### config.mk
export PLATFORM = sky130hd
export DESIGN_NAME = mesh_router
export DESIGN_NICKNAME = d
export VERILOG_FILES = /design/src/rtl/router_pkg.sv /design/src/rtl/flit_fifo.sv /design/src/rtl/router_inport.sv /design/src/rtl/rr_arbiter.sv /design/src/rtl/mesh_router.sv
export SDC_FILE = /design/constraint.sdc
export NUM_CORES = 1
export LEC_CHECK = 0
export ABC_AREA = 1
export BUFFER_PORTS_ARGS = -buffer_cell sky130_fd_sc_hd__buf_2
export CAP_MARGIN = 10
export CELL_PAD_IN_SITES_DETAIL_PLACEMENT = 0
export CELL_PAD_IN_SITES_GLOBAL_PLACEMENT = 2
export CORE_ASPECT_RATIO = 0.9
export CORE_UTILIZATION = 41
export DETAILED_ROUTE_END_ITERATION = 7
export GPL_TIMING_DRIVEN = 0
export MAX_ROUTING_LAYER = met4
export PLACE_DENSITY_LB_ADDON = 0.1
export SLEW_MARGIN = 10
export SYNTH_ARGS = -nofsm -noshare
export SYNTH_HDL_FRONTEND = slang
export SYNTH_HIERARCHICAL = 1
export SYNTH_SLANG_ARGS = --single-unit
### constraint.sdc
create_clock -name clk -period 9.6 [get_ports clk]
set_clock_uncertainty 0.05 [all_clocks]
set_input_delay 0.48 -clock clk [delete_from_list [all_inputs] [get_ports clk]]
set_output_delay 0.48 -clock clk [all_outputs]
set_load 0.005 [all_outputs]
### src/rtl/router_pkg.sv
`timescale 1ns/1ps
package router_pkg;
  localparam int NPORT      = 5;
  localparam int PORT_LOCAL = 0;
  localparam int PORT_NORTH = 1;
  localparam int PORT_SOUTH = 2;
  localparam int PORT_EAST  = 3;
  localparam int PORT_WEST  = 4;
endpackage

### src/rtl/flit_fifo.sv
`timescale 1ns/1ps
module flit_fifo #(
  parameter int WIDTH = 18,
  parameter int DEPTH = 5
) (
  input  logic             clk,
  input  logic             rst_n,
  input  logic             push,
  input  logic [WIDTH-1:0] din,
  input  logic             pop,
  output logic [WIDTH-1:0] dout,
  output logic             empty
);
  localparam int PW = (DEPTH > 1) ? $clog2(DEPTH) : 1;
  localparam int CW = $clog2(DEPTH + 1);
  localparam logic [PW-1:0] LAST = PW'(DEPTH - 1);

  logic [WIDTH-1:0] mem [DEPTH];
  logic [PW-1:0]    wr_q, rd_q;
  logic [CW-1:0]    cnt_q;

  always_ff @(posedge clk) begin
    if (push) mem[wr_q] <= din;
  end

  always_ff @(posedge clk) begin
    if (!rst_n) begin
      wr_q  <= '0;
      rd_q  <= '0;
      cnt_q <= '0;
    end else begin
      if (push) wr_q <= (wr_q == LAST) ? '0 : wr_q + 1'b1;
      if (pop)  rd_q <= (rd_q == LAST) ? '0 : rd_q + 1'b1;
      cnt_q <= cnt_q + CW'(push) - CW'(pop);
    end
  end

  assign dout  = mem[rd_q];
  assign empty = (cnt_q == '0);

  AST_NO_OVERFLOW: assert property (@(posedge clk) disable iff (!rst_n)
    push |-> (cnt_q != CW'(DEPTH)));
  AST_NO_UNDERFLOW: assert property (@(posedge clk) disable iff (!rst_n)
    pop |-> (cnt_q != '0));
endmodule

### src/rtl/router_inport.sv
`timescale 1ns/1ps
module router_inport import router_pkg::*; #(
  parameter int FLIT_W  = 16,
  parameter int COORD_W = 2,
  parameter int DEPTH   = 5,
  parameter int MY_X    = 1,
  parameter int MY_Y    = 1
) (
  input  logic              clk,
  input  logic              rst_n,
  input  logic              in_valid,
  input  logic [FLIT_W-1:0] in_data,
  input  logic              in_head,
  input  logic              in_tail,
  input  logic              pop,
  output logic              q_valid,
  output logic [FLIT_W-1:0] q_data,
  output logic              q_head,
  output logic              q_tail,
  output logic [NPORT-1:0]  q_route,
  output logic              credit_ret
);
  localparam logic [COORD_W-1:0] MXC = COORD_W'(MY_X);
  localparam logic [COORD_W-1:0] MYC = COORD_W'(MY_Y);

  logic [FLIT_W+1:0]  front;
  logic               empty;
  logic [NPORT-1:0]   route_now, route_q;
  logic [COORD_W-1:0] dx, dy;

  flit_fifo #(.WIDTH(FLIT_W + 2), .DEPTH(DEPTH)) u_fifo (
    .clk   (clk),
    .rst_n (rst_n),
    .push  (in_valid),
    .din   ({in_head, in_tail, in_data}),
    .pop   (pop),
    .dout  (front),
    .empty (empty)
  );

  assign q_valid = !empty;
  assign q_head  = front[FLIT_W+1];
  assign q_tail  = front[FLIT_W];
  assign q_data  = front[FLIT_W-1:0];
  assign dx      = q_data[COORD_W-1:0];
  assign dy      = q_data[2*COORD_W-1:COORD_W];

  // vertical dimension resolved before horizontal
  always_comb begin
    route_now = '0;
    if (dy < MYC)      route_now[PORT_NORTH] = 1'b1;
    else if (dy > MYC) route_now[PORT_SOUTH] = 1'b1;
    else if (dx > MXC) route_now[PORT_EAST]  = 1'b1;
    else if (dx < MXC) route_now[PORT_WEST]  = 1'b1;
    else               route_now[PORT_LOCAL] = 1'b1;
  end

  assign q_route = q_head ? route_now : route_q;

  always_ff @(posedge clk) begin
    if (!rst_n) begin
      route_q    <= '0;
      credit_ret <= 1'b0;
    end else begin
      credit_ret <= pop;
      if (pop && q_head) route_q <= route_now;
    end
  end
endmodule

### src/rtl/rr_arbiter.sv
`timescale 1ns/1ps
module rr_arbiter #(
  parameter int N = 5
) (
  input  logic         clk,
  input  logic         rst_n,
  input  logic [N-1:0] req,
  input  logic         advance,
  output logic [N-1:0] gnt
);
  localparam int IW = (N > 1) ? $clog2(N) : 1;

  logic [IW-1:0] ptr_q;
  logic [IW-1:0] win;
  logic          found;
  int            idx;

  always_comb begin
    gnt   = '0;
    win   = '0;
    found = 1'b0;
    idx   = 0;
    for (int k = 0; k < N; k++) begin
      idx = (int'(ptr_q) + k) % N;
      if (!found && req[idx]) begin
        gnt[idx] = 1'b1;
        win      = IW'(idx);
        found    = 1'b1;
      end
    end
  end

  always_ff @(posedge clk) begin
    if (!rst_n) ptr_q <= '0;
    else if (advance && found) ptr_q <= IW'((int'(win) + 1) % N);
  end

  AST_GNT_ONEHOT: assert property (@(posedge clk) disable iff (!rst_n)
    $onehot0(gnt));
  AST_RR_NO_REPEAT: assert property (@(posedge clk) disable iff (!rst_n)
    (advance && $past(advance) && (gnt != '0) && (gnt == $past(gnt)))
      |-> ((req & ~gnt) == '0));
endmodule

### src/rtl/mesh_router.sv
`timescale 1ns/1ps
module mesh_router import router_pkg::*; #(
  parameter int FLIT_W  = 16,
  parameter int COORD_W = 2,
  parameter int DEPTH   = 5,
  parameter int HOP_LAT = 1,
  parameter int MY_X    = 1,
  parameter int MY_Y    = 1
) (
  input  logic                         clk,
  input  logic                         rst_n,
  input  logic [NPORT-1:0]             rx_valid,
  input  logic [NPORT-1:0][FLIT_W-1:0] rx_data,
  input  logic [NPORT-1:0]             rx_head,
  input  logic [NPORT-1:0]             rx_tail,
  output logic [NPORT-1:0]             rx_credit,
  output logic [NPORT-1:0]             tx_valid,
  output logic [NPORT-1:0][FLIT_W-1:0] tx_data,
  output logic [NPORT-1:0]             tx_head,
  output logic [NPORT-1:0]             tx_tail,
  input  logic [NPORT-1:0]             tx_credit
);
  localparam int CW = $clog2(DEPTH + 1);
  localparam int PKW = FLIT_W + 2;

  logic [NPORT-1:0]  q_valid, q_head, q_tail, pop;
  logic [FLIT_W-1:0] q_data  [NPORT];
  logic [NPORT-1:0]  q_route [NPORT];
  logic [NPORT-1:0]  gnt_m   [NPORT];

  for (genvar i = 0; i < NPORT; i++) begin : g_in
    router_inport #(
      .FLIT_W(FLIT_W), .COORD_W(COORD_W), .DEPTH(DEPTH),
      .MY_X(MY_X), .MY_Y(MY_Y)
    ) u_in (
      .clk        (clk),
      .rst_n      (rst_n),
      .in_valid   (rx_valid[i]),
      .in_data    (rx_data[i]),
      .in_head    (rx_head[i]),
      .in_tail    (rx_tail[i]),
      .pop        (pop[i]),
      .q_valid    (q_valid[i]),
      .q_data     (q_data[i]),
      .q_head     (q_head[i]),
      .q_tail     (q_tail[i]),
      .q_route    (q_route[i]),
      .credit_ret (rx_credit[i])
    );
  end

  always_comb begin
    pop = '0;
    for (int o = 0; o < NPORT; o++) pop = pop | gnt_m[o];
  end

  for (genvar o = 0; o < NPORT; o++) begin : g_out
    logic [NPORT-1:0] want, arb_req, owner_q;
    logic             lock_q, fire, open_q;
    logic [CW-1:0]    cred_q;
    logic [PKW-1:0]   sel;
    logic [HOP_LAT:0] sv;
    logic [PKW-1:0]   sd [HOP_LAT+1];

    always_comb begin
      want = '0;
      for (int i = 0; i < NPORT; i++) want[i] = q_valid[i] & q_route[i][o];
      if (cred_q == '0)  arb_req = '0;
      else if (lock_q)   arb_req = want & owner_q;
      else               arb_req = want & q_head;
    end

    rr_arbiter #(.N(NPORT)) u_arb (
      .clk     (clk),
      .rst_n   (rst_n),
      .req     (arb_req),
      .advance (!lock_q),
      .gnt     (gnt_m[o])
    );

    assign fire = |gnt_m[o];

    always_comb begin
      sel = '0;
      for (int i = 0; i < NPORT; i++)
        if (gnt_m[o][i]) sel = sel | {q_head[i], q_tail[i], q_data[i]};
    end

    always_ff @(posedge clk) begin
      if (!rst_n) begin
        lock_q  <= 1'b0;
        owner_q <= '0;
        cred_q  <= CW'(DEPTH);
        sv      <= '0;
      end else begin
        cred_q <= cred_q + CW'(tx_credit[o]) - CW'(fire);
        if (fire) begin
          if (sel[PKW-2])      lock_q <= 1'b0;
          else if (sel[PKW-1]) begin
            lock_q  <= 1'b1;
            owner_q <= gnt_m[o];
          end
        end
        sv[0] <= fire;
        for (int s = 1; s <= HOP_LAT; s++) sv[s] <= sv[s-1];
      end
    end

    always_ff @(posedge clk) begin
      sd[0] <= sel;
      for (int s = 1; s <= HOP_LAT; s++) sd[s] <= sd[s-1];
    end

    assign tx_valid[o] = sv[HOP_LAT];
    assign tx_head[o]  = sd[HOP_LAT][PKW-1];
    assign tx_tail[o]  = sd[HOP_LAT][PKW-2];
    assign tx_data[o]  = sd[HOP_LAT][FLIT_W-1:0];

    always_ff @(posedge clk) begin
      if (!rst_n) open_q <= 1'b0;
      else if (tx_valid[o]) begin
        if (tx_tail[o])      open_q <= 1'b0;
        else if (tx_head[o]) open_q <= 1'b1;
      end
    end

    AST_CREDIT_BOUND: assert property (@(posedge clk) disable iff (!rst_n)
      cred_q <= CW'(DEPTH));
    AST_NO_INTERLEAVE: assert property (@(posedge clk) disable iff (!rst_n)
      (tx_valid[o] && open_q) |-> !tx_head[o]);
    AST_BODY_IN_PACKET: assert property (@(posedge clk) disable iff (!rst_n)
      (tx_valid[o] && !open_q) |-> tx_head[o]);
  end
endmodule

After elaboration in Yosys (flattened, before gate mapping)

Memories as Yosys holds them, arrays and structs flattened. A register that Yosys moved wholly into a read port is not among the register bits.
Cells that the tools add are included.

Bitwise operators: 84
$lt $le $gt $ge: 70
Reductions and logical operators: 115
Eq/ne operators: 10
Divide/modulo/power cells: 30
$add $sub $neg: 55
Multiplexer cells: 335

Operators by type and width:

| operator                                                            | number |
|---|---|
| greater-or-equal comparator 32 x 1 -> 1 bit (second input constant) | 25 |
| less-than comparator 32 x 5 -> 1 bit (second input constant)        | 25 |
| remainder unit 32 x 4 -> 32 bit (second input constant)             | 25 |
| 2-to-1 mux 18 bit                                                   | 25 |
| bitwise OR 18 bit                                                   | 20 |
| 2-to-1 mux 5 bit                                                    | 40 |
| 2-to-1 mux 1 bit                                                    | 165 |
| remainder unit 4 x 4 -> 32 bit (second input constant)              | 5 |
| 2-to-1 mux 3 bit                                                    | 50 |
| bitwise OR 5 bit                                                    | 24 |
| binary-select mux 1 bit (select 3 bit)                              | 25 |
| demux 1 bit (select 3 bit)                                          | 25 |
| logical AND 1 bit                                                   | 55 |
| bitwise AND 5 bit                                                   | 10 |
| adder 3 x 1 -> 4 bit (second input constant)                        | 10 |
| adder 3 x 2 -> 4 bit (second input constant)                        | 10 |
| adder 3 x 1 -> 3 bit                                                | 10 |
| adder 3 x 1 -> 3 bit (second input constant)                        | 10 |
| equality test 3 bit (second input constant)                         | 10 |
| zero test 1 bit                                                     | 30 |
| zero test 3 bit                                                     | 10 |
| subtractor 3 x 1 -> 3 bit                                           | 10 |
| bitwise AND 1 bit                                                   | 25 |
| OR reduction 5 bit                                                  | 5 |
| 8 further kinds                                                     | 50 |

Flip-flop bits (word level): 145
Output and inout port bits: 100
RAM bits: 630
Memories: 10
Input bits: 102
Word-level logic and storage cells: 759

Memory list:

| memory                  | words | bits a word | rd ports | clocked after Yosys merged registers in | write ports | line              | RTL |
|---|---|---|---|---|---|---|---|
| g_in[0].u_in.u_fifo.mem | 5     | 18          | 1        | 1                                       | 1           | flit_fifo.sv:18   | `logic [WIDTH-1:0] mem [DEPTH];` |
| g_in[1].u_in.u_fifo.mem | 5     | 18          | 1        | 1                                       | 1           | flit_fifo.sv:18   |  |
| g_in[2].u_in.u_fifo.mem | 5     | 18          | 1        | 1                                       | 1           | flit_fifo.sv:18   |  |
| g_in[3].u_in.u_fifo.mem | 5     | 18          | 1        | 1                                       | 1           | flit_fifo.sv:18   |  |
| g_in[4].u_in.u_fifo.mem | 5     | 18          | 1        | 1                                       | 1           | flit_fifo.sv:18   |  |
| g_out[0].sd             | 2     | 18          | 2        | 0                                       | 2           | mesh_router.sv:63 | `logic [PKW-1:0] sd [HOP_LAT+1];` |
| +4 memories             | n/a   | n/a         | n/a      | n/a                                     | n/a         | n/a               |  |

Longest topological paths before layout

Depth in word-level cells: 37
Depth in mapped cells: 40
Depth with buffers taken out: 37

Modules after synthesis

Netlist, hierarchy kept.

Modules (own cells, without submodules):

| module                               | area an instance (µm²) | instances | cells each | seq. area each (µm²) |
|---|---|---|---|---|
| flit_fifo at g_in[0].u_in.u_fifo ... | 4370.4                 | 3         | 430        | 2942.8 |
| mesh_router                          | 10094.7                | 1         | 1146       | 4704.5 |
| flit_fifo at g_in[1].u_in.u_fifo ... | 4396.7                 | 2         | 430        | 2942.8 |
| rr_arbiter at g_out[1].u_arb ...     | 2168.3                 | 3         | 381        | 60.1 |
| rr_arbiter at g_out[0].u_arb         | 2411.1                 | 1         | 404        | 60.1 |
| rr_arbiter at g_out[4].u_arb         | 2263.4                 | 1         | 380        | 60.1 |
| router_inport                        | 304.0                  | 5         | 51         | 120.1 |

Worst setup path after synthesis

OpenSTA, ideal clock, no wires.

Kind: flip-flop to flip-flop
Start point: reg g_out[4].u_arb.ptr_q[1]
End point: reg g_in[4].u_in.u_fifo.cnt_q[1]
Slack: 4004 ps
Path buffers: 1
Library setup time: 109 ps
Arrival time: 5437 ps
Cell stages (with the launch flop): 36
Required time: 9441 ps
Clock period less this slack: 5596 ps
Cell sequence: dfxtp_1 > inv_1 > ha_1 > inv_1 > ha_1 > inv_1 > ha_1 > nor2_1 > nand2_1 > nand2_1 > xor2_1 > inv_1 > ha_1 > inv_1 > a21oi_4 > nand3_4 > o21ai_2 > nand2_1 > nand2_1 > inv_2 > nand2_1 > nand3_2 > inv_1 > nand4_2 > clkinv_1 > nand2_2 > o311ai_0 > inv_2 > clkbuf_1 > nand3_1 > ha_1 > inv_1 > ha_1 > fa_1 > nand2_1 > inv_1

RTL lines:

| item                   | line             | RTL |
|---|---|---|
| start, declared        | rr_arbiter.sv:13 | `logic [IW-1:0] ptr_q;` |
| start signal, assigned | rr_arbiter.sv:35 | `else if (advance && found) ptr_q <= IW'((int'(win) + 1) % N);` |
| end signal, assigned   | flit_fifo.sv:34  | `cnt_q <= cnt_q + CW'(push) - CW'(pop);` |
| end, declared          | flit_fifo.sv:20  | `logic [CW-1:0] cnt_q;` |

==> results.md <==
- Worst Setup Start Kind: flop
- Final Hold Viols: 0
- Cell area after placement: 48070 sq um
- Commonest cells after routing, fill and taps aside: nand2_1 (1501), inv_1 (840), edfxtp_1 (450)
- Most common cell after layout, fill and taps aside: nand2_1
- CTS Buf Count: 90
- Seq/Total Area, Yosys: 45.46%
- Leakage power: 24.45 nW
- DRC: 0
- Distinct cells, synth: 71
- Max Used Layer: met4
- Die Span Y: 315.2 um
- Most Frequent Cell on Critical Path: nand3_1
- Area Overhead vs Synth: 16.18%
- Met2 WL: 64370 um
- Net Sw Power: 10.24 mW
- Final net count: 6167
- Layout cells sized above 1: 17.93%
- Top Ports: 202
- Core outline area: 107700 sq um
- Global-route wire length before repair: 207400 um
- Synthesized instance count: 5478
- Pre-CTS setup slack: 2.138 ns
- Post-synth design cell area: 44700 sq um
- Pint: 10.23 mW
- Post_cts resized: 0
- Placement row count: 114
- Main area contributors after synthesis: edfxtp_1 (30%), dfxtp_1 (15%), nand2_1 (13%)
- Slew margin rel.: 15.02%
- Syn_area_per_cell: 8.160 sq um
- Initial core utilization: 41.51%
- Wire per inst: 18.54 um
- Number of I/O port buffers: 201
- H-tree levels: 3
- Slowest Stage Delay on Critical Path: 0.75 ns
- Crit path max fanout: 10
- CTS tree: built
- Final antenna-violating net count: 0
- Actual slew at the worst max-slew pin: 1.264 ns
- Initial antenna violation count: 2
- CTS root buffer: clkbuf_16
- Worst path required time: 10.11 ns
- Vias: 36772
- Placer Congestion: 0.9064
- Total global routing overflow: 0
- Min cycle time layout: 7.679 ns
- GRT Util Overall: 25.35%
- Net Sw Frac: 50.03%
- Combinational Power Share: 60.8%
- Synth async-reset ratio: 0%
- Peak supply drop: 0.2112 mV
- Placed cells: 7161
- Die W: 350.0 um
- EDFF count, synth: 450
- FF+latch count, synth: 790
- Detailed placement HPWL: 104600 um
- CP endpoint kind: flop
- Drt total wl: 137200 um
- Met3 wire len: 6387 um
- Synth area leader: edfxtp_1
- Met1 WL: 64230 um
- Outcome: complete, no violations
- Critical path's slowest cell: nor3_1
- Drt via density: 4.969
- Clock power share: 17.4%
- Post-route cell area: 51930 sq um
- Primary FF master, synth: edfxtp_1
- Max-slew violations: 0
- R2R setup slack: 1.92 ns
- Fmax: 130.2 MHz
- Die ar.: 110300 sq um
- Crit Path Category: flop to flop
- Final setup fails: 0
- Power Dens Cells: 394.2 nW/um^2
- Largest net degree at the start of global routing: 58
- Initial DRC Count: 2929
- Period utilisation layout: 79.99%
- RSZ-0062 raised after global routing: false
- Sequential share of power: 21.8%
- Worst-path clk slew: 0.06 ns
- Clock tree buffer depth: 3
- Worst hold-check path type: primary input to flop
- WHS: 0.02879 ns
- Antenna fix cells: 0
- Final Non-Filler Cells: 7401
- Synth top area share: 30.23%
- Vias in the first global route: 33991
- WP data arrival: 8.19 ns
- Length of the first detailed-routing pass in iterations: 7
- Synth Warn #: 6
- Synthesized Nets: 5769
- Final worst slack: 1.921 ns
- Total negative slack: 0 ns
- Clock Sinks: 790
- Clk Latency, worst-skew pair: 0.67 ns
- Maxcap violations: 0
[worst max-delay path, delay by kind of cell, from the launching register on]
family	cells	cell delay, ns
AND/OR/NAND/NOR	15	3.07
flip-flops	1	0.31
AO/OA/AOI/OAI	4	0.99
buffers and inverters	9	2.07
adder cells (fa/ha/maj)	3	1.02
[sequential cells by signal (all words and copies together) (netlist names), 25 cells and up, named ones only]
signal	cells
g_out.owner_q	25
g_in.u_in/route_q	25
g_out.sd	180
g_in.u_in/u_fifo/mem	450
[kinds of logic (layout without fill, tap and decap cells)]
group	Yosys count	count (layout)	share of synthesized area (%)
AOI/OAI and AO/OA	650	650	9.240
xor gates and xnor gates	42	42	0.8902
adders and majority gates	189	189	5.475
buffers and inverters	1156	1629	11.57
DFF	790	790	45.46
and+or+nand+nor	2651	2651	27.37
[layout make-up]
| cell class | instances | area, sq um |
|---|---|---|
| inverters | 936 | 3555 |
| fillers | 10520 | 55760 |
| plain buffers | 220 | 1617 |
| clock inverters | 37 | 504.2 |
| multi-input cells | 3532 | 19280 |
| repair buffers | 306 | 2216 |
| well taps | 1450 | 1814 |
| clock buffers | 130 | 2625 |
| flip-flops and latches | 790 | 20320 |
[metal layers]
metal	GRT usage, %	up-vias
li1	-	18511
met1	34.76	17228
met2	40.54	889
met3	2.584	144
met4	5.313	0
met5	-	-
[synth_stat cells (all sizes together) (49+ instances only)]
library cell	count
nand2	1685
inv	929
edfxtp	450
nand3	449
dfxtp	340
nor2	330
o21ai	227
a21oi	219
buf	210
ha	178
nand4	83
o221ai	82
nor3	69
o211ai	49
[metrics by stage]
stage / total power [mW] / util, %
after detailed placement: 16.84 / 44.64
after global placement: 16.79 / 44.13
after floorplan: 13.17 / -
after global routing: 22.11 / 48.22
final: 20.47 / 48.22
after CTS: 20.51 / 48.22
[worst paths after layout]
check | end | depth (start not counted) | from
max | g_in[4].u_in/u_fifo/cnt_q[2]$_SDFF_PN0_ | 31 | flop
min reg2reg | g_out[2].sd[0][19]$_DFF_P_ | 0 | g_out[2].sd[0][1]$_DFF_P_
max reg2reg | g_in[4].u_in/u_fifo/cnt_q[2]$_SDFF_PN0_ | 31 | flop
min | g_in[4].u_in/u_fifo/mem[4][5]$_DFFE_PP_ | 1 | rx_data[69]
[power by group through the flow]
stage / Combinational, mW / Sequential, mW / Clock (mW)
after floorplan: 8.73 / 4.43 / 0
after global placement: 12.3 / 4.53 / 0
after detailed placement: 12.3 / 4.53 / 0
after CTS: 12.4 / 4.47 / 3.64
after global routing: 13.8 / 4.51 / 3.78
final: 12.4 / 4.47 / 3.57
[timing repair]
action | in CTS | in global routing
hold endpoints to repair | 347 | 0
setup buffers | 0 | 0
hold buffers | 73 | 0
No activity file was read; power rests on OpenSTA's default activity.
